===== src/rtl/cmp_timer_pkg.sv =====
package cmp_timer_pkg;
  localparam int ADDR_W       = 4;
  localparam int ADR_CTRL     = 0;
  localparam int ADR_RELOAD   = 1;
  localparam int ADR_IRQ_EN   = 2;
  localparam int ADR_MODE     = 3;
  localparam int ADR_STATUS   = 4;
  localparam int ADR_CMP_BASE = 8;
  localparam int CTRL_RUN_BIT = 0;
  localparam int CTRL_OE_BIT  = 1;
endpackage


===== src/rtl/tmr_counter.sv =====
module tmr_counter #(
  parameter int W = 16
) (
  input  logic         clk,
  input  logic         rst,
  input  logic         run,
  input  logic [W-1:0] reload,
  output logic [W-1:0] cnt_q,
  output logic [W-1:0] cnt_d,
  output logic         wrap
);
  assign wrap  = run && (cnt_q == reload);
  assign cnt_d = !run ? cnt_q : (wrap ? '0 : cnt_q + 1'b1);

  always_ff @(posedge clk) begin
    if (rst) cnt_q <= '0;
    else     cnt_q <= cnt_d;
  end

  AST_CNT_STEP: assert property (@(posedge clk) disable iff (rst)
    (run && cnt_q != reload) |=> (cnt_q == $past(cnt_q) + 1'b1));
  AST_CNT_HOLD: assert property (@(posedge clk) disable iff (rst)
    !run |=> $stable(cnt_q));
  AST_CNT_WRAP: assert property (@(posedge clk) disable iff (rst)
    (run && cnt_q == reload) |=> (cnt_q == '0));
endmodule


===== src/rtl/tmr_channel.sv =====
module tmr_channel #(
  parameter int W = 16
) (
  input  logic         clk,
  input  logic         rst,
  input  logic         run,
  input  logic [W-1:0] cnt_d,
  input  logic         wr_cmp,
  input  logic [W-1:0] wr_data,
  input  logic         toggle_en,
  output logic         match,
  output logic         tog_q
);
  logic [W-1:0] cmp_q;

  assign match = run && (cnt_d == cmp_q);

  always_ff @(posedge clk) begin
    if (rst) begin
      cmp_q <= '0;
      tog_q <= 1'b0;
    end else begin
      if (wr_cmp) cmp_q <= wr_data;
      if (match && toggle_en) tog_q <= ~tog_q;
    end
  end

  AST_TOG_FLIP: assert property (@(posedge clk) disable iff (rst)
    (match && toggle_en) |=> (tog_q != $past(tog_q)));
  AST_TOG_KEEP: assert property (@(posedge clk) disable iff (rst)
    !(match && toggle_en) |=> $stable(tog_q));
endmodule


===== src/rtl/tmr_status.sv =====
module tmr_status #(
  parameter int N = 5
) (
  input  logic         clk,
  input  logic         rst,
  input  logic         wr_clr,
  input  logic [N-1:0] wr_mask,
  input  logic [N-1:0] evt,
  output logic [N-1:0] flags_q,
  output logic [N-1:0] flags_d
);
  assign flags_d = (wr_clr ? (flags_q & wr_mask) : flags_q) | evt;

  always_ff @(posedge clk) begin
    if (rst) flags_q <= '0;
    else     flags_q <= flags_d;
  end

  AST_EVT_KEPT: assert property (@(posedge clk) disable iff (rst)
    (|evt) |=> ((flags_q & $past(evt)) == $past(evt)));
  AST_NO_SPURIOUS_SET: assert property (@(posedge clk) disable iff (rst)
    1'b1 |=> ((flags_q & ~$past(flags_q) & ~$past(evt)) == '0));
  AST_KEEP_UNWRITTEN: assert property (@(posedge clk) disable iff (rst)
    !wr_clr |=> ((flags_q & $past(flags_q)) == $past(flags_q)));
endmodule


===== src/rtl/cmp_toggle_timer.sv =====
module cmp_toggle_timer
  import cmp_timer_pkg::*;
#(
  parameter int CNT_W  = 16,
  parameter int NUM_CH = 4
) (
  input  logic                    clk,
  input  logic                    rst,
  input  logic                    wr_en,
  input  logic [ADDR_W-1:0]       wr_addr,
  input  logic [CNT_W-1:0]        wr_data,
  output logic [CNT_W-1:0]        count_o,
  output logic [CNT_W-1:0]        status_o,
  output logic                    irq_o,
  output logic [NUM_CH-1:0]       ch_out_o
);
  localparam int ST_W = NUM_CH + 1;

  logic              run_q, oe_q;
  logic [CNT_W-1:0]  reload_q;
  logic [ST_W-1:0]   ier_q, ier_d;
  logic [NUM_CH-1:0] mode_q;
  logic [CNT_W-1:0]  cnt_q, cnt_d;
  logic              wrap;
  logic [NUM_CH-1:0] match, tog_q;
  logic [ST_W-1:0]   evt, flags_q, flags_d;
  logic              irq_q;

  logic wr_ctrl, wr_rel, wr_ier, wr_mode, wr_stat;
  assign wr_ctrl = wr_en && (wr_addr == ADDR_W'(ADR_CTRL));
  assign wr_rel  = wr_en && (wr_addr == ADDR_W'(ADR_RELOAD));
  assign wr_ier  = wr_en && (wr_addr == ADDR_W'(ADR_IRQ_EN));
  assign wr_mode = wr_en && (wr_addr == ADDR_W'(ADR_MODE));
  assign wr_stat = wr_en && (wr_addr == ADDR_W'(ADR_STATUS));
  assign ier_d   = wr_ier ? wr_data[ST_W-1:0] : ier_q;

  always_ff @(posedge clk) begin
    if (rst) begin
      run_q    <= 1'b0;
      oe_q     <= 1'b0;
      reload_q <= '1;
      ier_q    <= '0;
      mode_q   <= '0;
      irq_q    <= 1'b0;
    end else begin
      if (wr_ctrl) begin
        run_q <= wr_data[CTRL_RUN_BIT];
        oe_q  <= wr_data[CTRL_OE_BIT];
      end
      if (wr_rel)  reload_q <= wr_data;
      if (wr_mode) mode_q   <= wr_data[NUM_CH-1:0];
      ier_q <= ier_d;
      irq_q <= |(flags_d & ier_d);
    end
  end

  tmr_counter #(.W(CNT_W)) u_cnt (
    .clk(clk), .rst(rst), .run(run_q), .reload(reload_q),
    .cnt_q(cnt_q), .cnt_d(cnt_d), .wrap(wrap)
  );

  for (genvar gi = 0; gi < NUM_CH; gi++) begin : g_ch
    logic wr_cmp;
    assign wr_cmp = wr_en && (wr_addr == ADDR_W'(ADR_CMP_BASE + gi));
    tmr_channel #(.W(CNT_W)) u_ch (
      .clk(clk), .rst(rst), .run(run_q), .cnt_d(cnt_d),
      .wr_cmp(wr_cmp), .wr_data(wr_data), .toggle_en(mode_q[gi]),
      .match(match[gi]), .tog_q(tog_q[gi])
    );
  end

  assign evt = {match, wrap};

  tmr_status #(.N(ST_W)) u_st (
    .clk(clk), .rst(rst), .wr_clr(wr_stat), .wr_mask(wr_data[ST_W-1:0]),
    .evt(evt), .flags_q(flags_q), .flags_d(flags_d)
  );

  assign count_o  = cnt_q;
  assign status_o = {{(CNT_W-ST_W){1'b0}}, flags_q};
  assign irq_o    = irq_q;
  assign ch_out_o = tog_q & {NUM_CH{oe_q}};

  AST_UPD_FLAG: assert property (@(posedge clk) disable iff (rst)
    (run_q && cnt_q == reload_q) |=> flags_q[0]);
  AST_IRQ_OR: assert property (@(posedge clk) disable iff (rst)
    1'b1 |=> (irq_o == |(flags_q & ier_q)));
  AST_PIN_GATED: assert property (@(posedge clk) disable iff (rst)
    !oe_q |-> (ch_out_o == '0));
endmodule


===== config.mk =====
export PLATFORM = sky130hd
export DESIGN_NAME = cmp_toggle_timer
export DESIGN_NICKNAME = d
export VERILOG_FILES = /design/src/rtl/cmp_timer_pkg.sv /design/src/rtl/tmr_counter.sv /design/src/rtl/tmr_channel.sv /design/src/rtl/tmr_status.sv /design/src/rtl/cmp_toggle_timer.sv
export SDC_FILE = /design/constraint.sdc
export NUM_CORES = 1
export LEC_CHECK = 0
export BUFFER_PORTS_ARGS = -buffer_cell sky130_fd_sc_hd__buf_2
export CORE_ASPECT_RATIO = 2
export CORE_UTILIZATION = 35
export DETAILED_ROUTE_END_ITERATION = 8
export PLACE_DENSITY_LB_ADDON = 0.3
export SYNTH_ARGS = -nofsm -noshare
export SYNTH_HDL_FRONTEND = slang
export SYNTH_SLANG_ARGS = --single-unit

===== constraint.sdc =====
create_clock -name clk -period 8.1 [get_ports clk]
set_input_delay 0.81 -clock clk [delete_from_list [all_inputs] [get_ports clk]]
set_output_delay 0.81 -clock clk [all_outputs]
set_load 0.03 [all_outputs]

# Word level (Yosys, flattened, before mapping)
# Index checks and enable logic that the tools add are counted.
# word_totals
register_bits	117
latch_bits	0
mem_bits_rw	0
rom_bits	0
input_bits	23
out_inout_bits	37
wordCells	62
n_memories	0
# op_classes
addsub	1
multipliers	0
div_mod_pow	0
order_cmp	0
eq_ne	13
shifts	0
mux	4
bitwise	8
n_reduce_logical	20
# op_table
op	count
equality test 16 bit	5
two-way mux 16 bit	2
logical AND 1 bit	18
adder 16 x 1 -> 16 bit (second input constant)	1
equality test 4 bit (second input constant)	4
bitwise AND 5 bit	2
two-way mux 5 bit	2
equality test 4 x 2 -> 1 bit (second input constant)	2
OR 5 bit	1
OR reduction 5 bit	1
bitwise AND 4 bit	1
equality test 4 x 1 -> 1 bit (second input constant)	1
equality test 4 x 3 -> 1 bit (second input constant)	1
zero test 4 bit	1
NOT 1 bit	4

# Logic depth before layout (Yosys ltp)
# logic_depth
ltp_word	9
ltp_mapped	13
ltp_nobuf	10

# By module
# Synthesis repeated with hierarchy kept, for this count alone.
# unflattened
cells_unflattened	632
area_unflattened_um2	5662.9
# by_module_without_submodules
module	n_inst	cells_per_inst	area_per_inst_um2	seq_area_each_um2
tmr_channel	4	83	794.5	340.3
cmp_toggle_timer	1	147	1198.6	560.5
tmr_counter	1	123	1017.2	320.3
tmr_status	1	30	269.0	100.1

# Worst setup path before layout
# OpenSTA, ideal clock, no wires.
# synth_path
path_kind	reg2reg
start	reg u_cnt.cnt_q[1]
end	reg g_ch[2].u_ch.tog_q
setup_ps	132
arrival_time_ps	2987
slack_ps	4981
path_stages_with_launch	10
path_buffers	0
path_cell_list	dfxtp_1 > ha_1 > nand4_4 > o31a_1 > nor2_1 > a2bb2oi_1 > or4b_1 > a2111oi_4 > a21bo_1 > a21oi_1
# synth_between
elab_chain_len	7
word_cells_on_any_way	8
# synth_lines
element	line	rtl
from (decl)	tmr_counter.sv:8	output logic [W-1:0] cnt_q,
from (signal assigned)	tmr_counter.sv:17	else cnt_q <= cnt_d;
parallel branches: the longest is 3 deep, another holds adder 16 x 1 -> 16 bit	--	
two-way mux 16 bit *	tmr_counter.sv:13	assign cnt_d = !run ? cnt_q : (wrap ? '0 : cnt_q + 1'b1);
equality test 16 bit *	tmr_channel.sv:16	assign match = run && (cnt_d == cmp_q);
logical AND 1 bit *	tmr_channel.sv:16	
logical AND 1 bit *	tmr_channel.sv:24	if (match && toggle_en) tog_q <= ~tog_q;
to (signal assigned)	tmr_channel.sv:24	
to (decl)	tmr_channel.sv:12	output logic tog_q
# Every way passes the cells marked *.
# A chain may end at the register's enable or synchronous reset.

# Final worst setup path
# layout_path
start	reg u_cnt.cnt_q[0]
end	reg irq_q (netlist: irq_o)
# layout_between
elab_chain_len	9
word_cells_on_any_way	16
# layout_lines
element	line	rtl
parallel branches: the longest is 6 deep, another holds adder 16 x 1 -> 16 bit	--	
OR 5 bit *	tmr_status.sv:12	assign flags_d = (wr_clr ? (flags_q & wr_mask) : flags_q) | evt;
bitwise AND 5 bit *	cmp_toggle_timer.sv:53	irq_q <= |(flags_d & ier_d);
OR reduction 5 bit *	cmp_toggle_timer.sv:53	
to (signal assigned)	cmp_toggle_timer.sv:53	
to (decl)	cmp_toggle_timer.sv:27	logic irq_q;
# Marks and branches as above.

==> results.md <==
- Entering global routing, the biggest net connects 55 pins.
- For this run the aggregate overflow at the end of global routing stands at 0.
- The analysis attributes to cell leakage a power of around 2.7 nW.
- In the finished design, the share of the clock period the worst path needs comes to 0.5104.
- After synthesis, the share of flip-flops with an asynchronous set or reset is 0.
- Clock latency on the worst-skew pair, taken at its later pin, is between 0.4 and 0.5 ns.
- For this run, the post-layout net count is 853.
- From synthesis to final layout, the design area changed by 14.15%.
- The run finished with clean final reports.
- Clock tree synthesis inserted a total of 17 buffers.
- The first global-routing pass estimated 36710 µm of wire.
- The dominant register cell in the synthesized netlist is dfxtp_1.
- The time the worst path needs with I/O delays and setup is 4.134 ns.
- The average wire per cell in the routed design is 23.22 µm.
- The final number of max-transition violations came to 0.
- A synthesized cell averages ~8.2 µm².
- The number of flip-flops and latches in the synthesized netlist is ~120.
- The pre-antenna-repair detailed-routing pass consisted of 5 iterations.
- The total global routing track utilization is 0.2601.
- The internal portion of total power is 1.119 mW.
- The worst hold path belongs to the class reg -> reg.
- Prior to clock tree synthesis, the placed netlist has a worst setup slack of ~4.1 ns.
- The setup-violating endpoint count in the final report is 0.
- The final-report hold violation count came to 0.
- On the critical path, the stage with the largest delay is an instance of dfxtp_1.
- The count of H-tree levels built during CTS is 4.
- After clock tree synthesis, the setup repair step added 0 buffers.
- The number of global-route vias before repair is around 6.1k.
- The measured slew at the worst slew-check pin is 1.137 ns.
- Headroom to the max-slew limit came out at 0.2377.
- The overall die height is around 200 µm.
- The number of resized instances in the post-cts repair step is 0.
- Across the routed clock network, the largest skew measured is ~0.012 ns.
- The worst-case IR drop observed on VDD is 0.0001395 V.
- In this run, synthesis inferred 0 flip-flops with an integrated enable.
- The critical path in this run is classified as reg -> reg.
- The commonest cells after synthesis are nand2_1 (126), dfxtp_1 (117), nor2_1 (86), a21oi_1 (48), mux2i_1 (43).
- The delay of the slowest critical-path stage is 0.79 ns.
- The longest clock path from root to sink contains 2 buffers.
- The share of power burned in registers is 0.408.
- The max-cap violation count is 0.
- The routability congestion estimate from global placement is 0.9485.
- For this run, design rule violations remaining after detail routing come to 0.
- The hold buffer count at CTS is 0.
- The number of antenna diodes in the final layout is 0.
- The initial antenna violation count is 0.
- The core area is 0.01839 mm².
- After routing, the total negative slack on setup checks comes to 0 ns.
- The part of the total power dissipated in the clock network is 0.543.
- The count of input and output buffers is 48.
- Of the total power, the share spent switching nets is 0.2283.
- The number of DRC violations after detailed-routing iteration 0 is 440.
- The number of distinct library cells after synthesis is 83.
- Setup repair after global routing left no endpoint under its margin.
- The placement row count is 70.
- The TritonCTS sink count is 117.
- The initial utilization of the core area, before any placement, comes to 0.3600.
- In the final layout, the share of cells above drive strength 1 is 0.1437.
- The top-area cell type share of the netlist area is 0.3537.
- The synthesized area is 0.006621 mm².
- The number of warnings issued by yosys is 0.
- The cell family contributing the most delay on the critical path is simple AND/OR/NAND/NOR gates.
- STA puts the critical path data arrival time at 4.48 ns.
- At the worst endpoint, the required time is 8.45 ns.
- Summing over every cut layer, the via total after detailed routing is approximately 6.2k.
- After technology mapping, the gate count stands at 804.
- Once detail routing completed, the nets flagged for antenna violations numbered 0.
- After synthesis, the cell types taking the most area are dfxtp_1 (35%), nand2_1 (7.1%), mux2i_1 (6.5%).
- The post-synthesis sequential area ratio is 0.3537.
- The cell at the root of the clock tree is clkbuf_16.
- TritonCTS built the clock tree.
- The worst-path maximum fanout is 20.
- The number of buffers and inverters on the critical path is 0.
- Summed over all nets, the switching power comes to 0.3311 mW.
- The critical path endpoint category is a flop.
- After legalization and detailed placement, the total HPWL measured 18430 µm.
- The power density over cell area is 191.9 mW/mm².
- The critical path goes through xor2_1 -> nor3_1 -> and3_1 -> nand2_1 -> mux2_2 -> a2111o_1 -> o31ai_1 -> a22oi_1 -> o211ai_2.
- Wires add up to 24570 µm.
- The final setup slack of the worst path is 3.966 ns.
- Clock-pin slew was measured on the worst setup and hold paths at 0.05 ns.
- The floorplan die area is 0.01951 mm².
- The number of top-level pins is 60.
- Yosys instantiated no cell more often than nand2_1.
- The detailed-route vias per instance is 5.882.
- The nature of the critical path startpoint is a flop.
- For this run, the top clock speed supported by timing is 241.9 MHz.
- The synthesized design spends more area on one cell type than any other, namely dfxtp_1.
- The width of the chip is 99.26 µm.
- The combinational power share is 0.049.
-- layer usage --
layer	global-route usage	vias up	routed length, µm
li1	-	2900	-
met1	0.2515	2941	8568
met2	0.4653	273	12550
met3	0.05071	109	1159
met4	0.2217	0	2285
met5	0	-	0
-- logic make-up after synthesis --
logic type	count (synthesis)	synth area share
flip-flops	117	0.3537
other	1	0.0005663
buffers and inverters	72	0.05291
AO/OA/AOI/OAI	162	0.1710
multiplexers	47	0.07181
AND/OR/NAND/NOR	360	0.2836
adder cells (fa/ha/maj)	1	0.001889
XOR/XNOR	44	0.06444
-- power groups by stage --
stage	combinational, mW	clock [mW]	sequential (mW)
2_1_floorplan	0.0482	0	0.600
3_3_place_gp	0.0702	0	0.604
3_5_place_dp	0.0703	0	0.604
4_1_cts	0.0705	0.794	0.592
5_1_grt	0.0763	0.817	0.592
6_report	0.0709	0.787	0.592
-- metrics by stage --
stage / hold WS, ns / utilization / instances / area, µm² / power, mW
final: 0.4891 / 0.4110 / 1058 / 7559 / 1.450
after global routing: 0.4987 / 0.4110 / 1058 / 7559 / 1.486
after CTS: 0.4834 / 0.4110 / 1058 / 7559 / 1.456
after detailed placement: 0.4741 / 0.3776 / 1026 / 6945 / 0.6745
after global placement: 0.4607 / 0.3776 / 1026 / 6945 / 0.6743
after floorplan: 0.4459 / - / 814 / 6659 / 0.6483
-- sequential cells by signal (all words and copies together) (netlist names) --
| register | cells |
|---|---|
| g_ch.u_ch.cmp_q | 64 |
| irq_o | 1 |
| oe_q | 1 |
| mode_q | 4 |
| u_st.flags_q | 5 |
| g_ch.u_ch.tog_q | 4 |
| run_q | 1 |
| reload_q | 16 |
| ier_q | 5 |
| u_cnt.cnt_q | 16 |
-- final timing paths --
check             cells past startpoint            from  slack (ns)          end
setup / recovery                      9  u_cnt.cnt_q[0]        3.97        irq_o
hold / removal                        2     reload_q[8]        0.49  reload_q[8]
setup reg to reg                      9  u_cnt.cnt_q[0]        3.97        irq_o
hold reg to reg                       2     reload_q[8]        0.49  reload_q[8]
-- tightest hold or removal path: stages (launching register included) --
cell      delay [ns]
dfxtp_1         0.31
nand2_1         0.05
nand3b_1        0.07
-- cells in the final DEF, fill, tap and decap left out, types with 5 or more instances in the layout --
cell	count
or3_1	5
and3_1	5
nand2_1	126
a211oi_1	7
a21oi_1	48
and2_1	8
nor2_1	84
nand3_1	17
nand3b_1	27
a221o_1	5
conb_1	11
buf_2	47
a32oi_1	6
nor4_2	5
o21a_1	7
nor4_1	10
nor2b_1	11
nand2b_1	12
o21ai_0	20
inv_1	11
mux2i_1	43
nor3_1	7
clkbuf_16	17
xor2_1	18
dfxtp_1	117
or2_2	6
o22ai_1	8
xnor2_1	23
nand4_1	5
buf_4	10
-- layout make-up --
cell class,count,area [µm²]
inverter,11,41.29
clock inverter,8,121.4
fill,1897,10830
clock buffer,24,491.7
timing repair buffer,57,310.3
sequential,117,2342
multi-input combinational,625,3981
tap,216,270.3
Note: power is estimated with default switching activity, not from simulation.
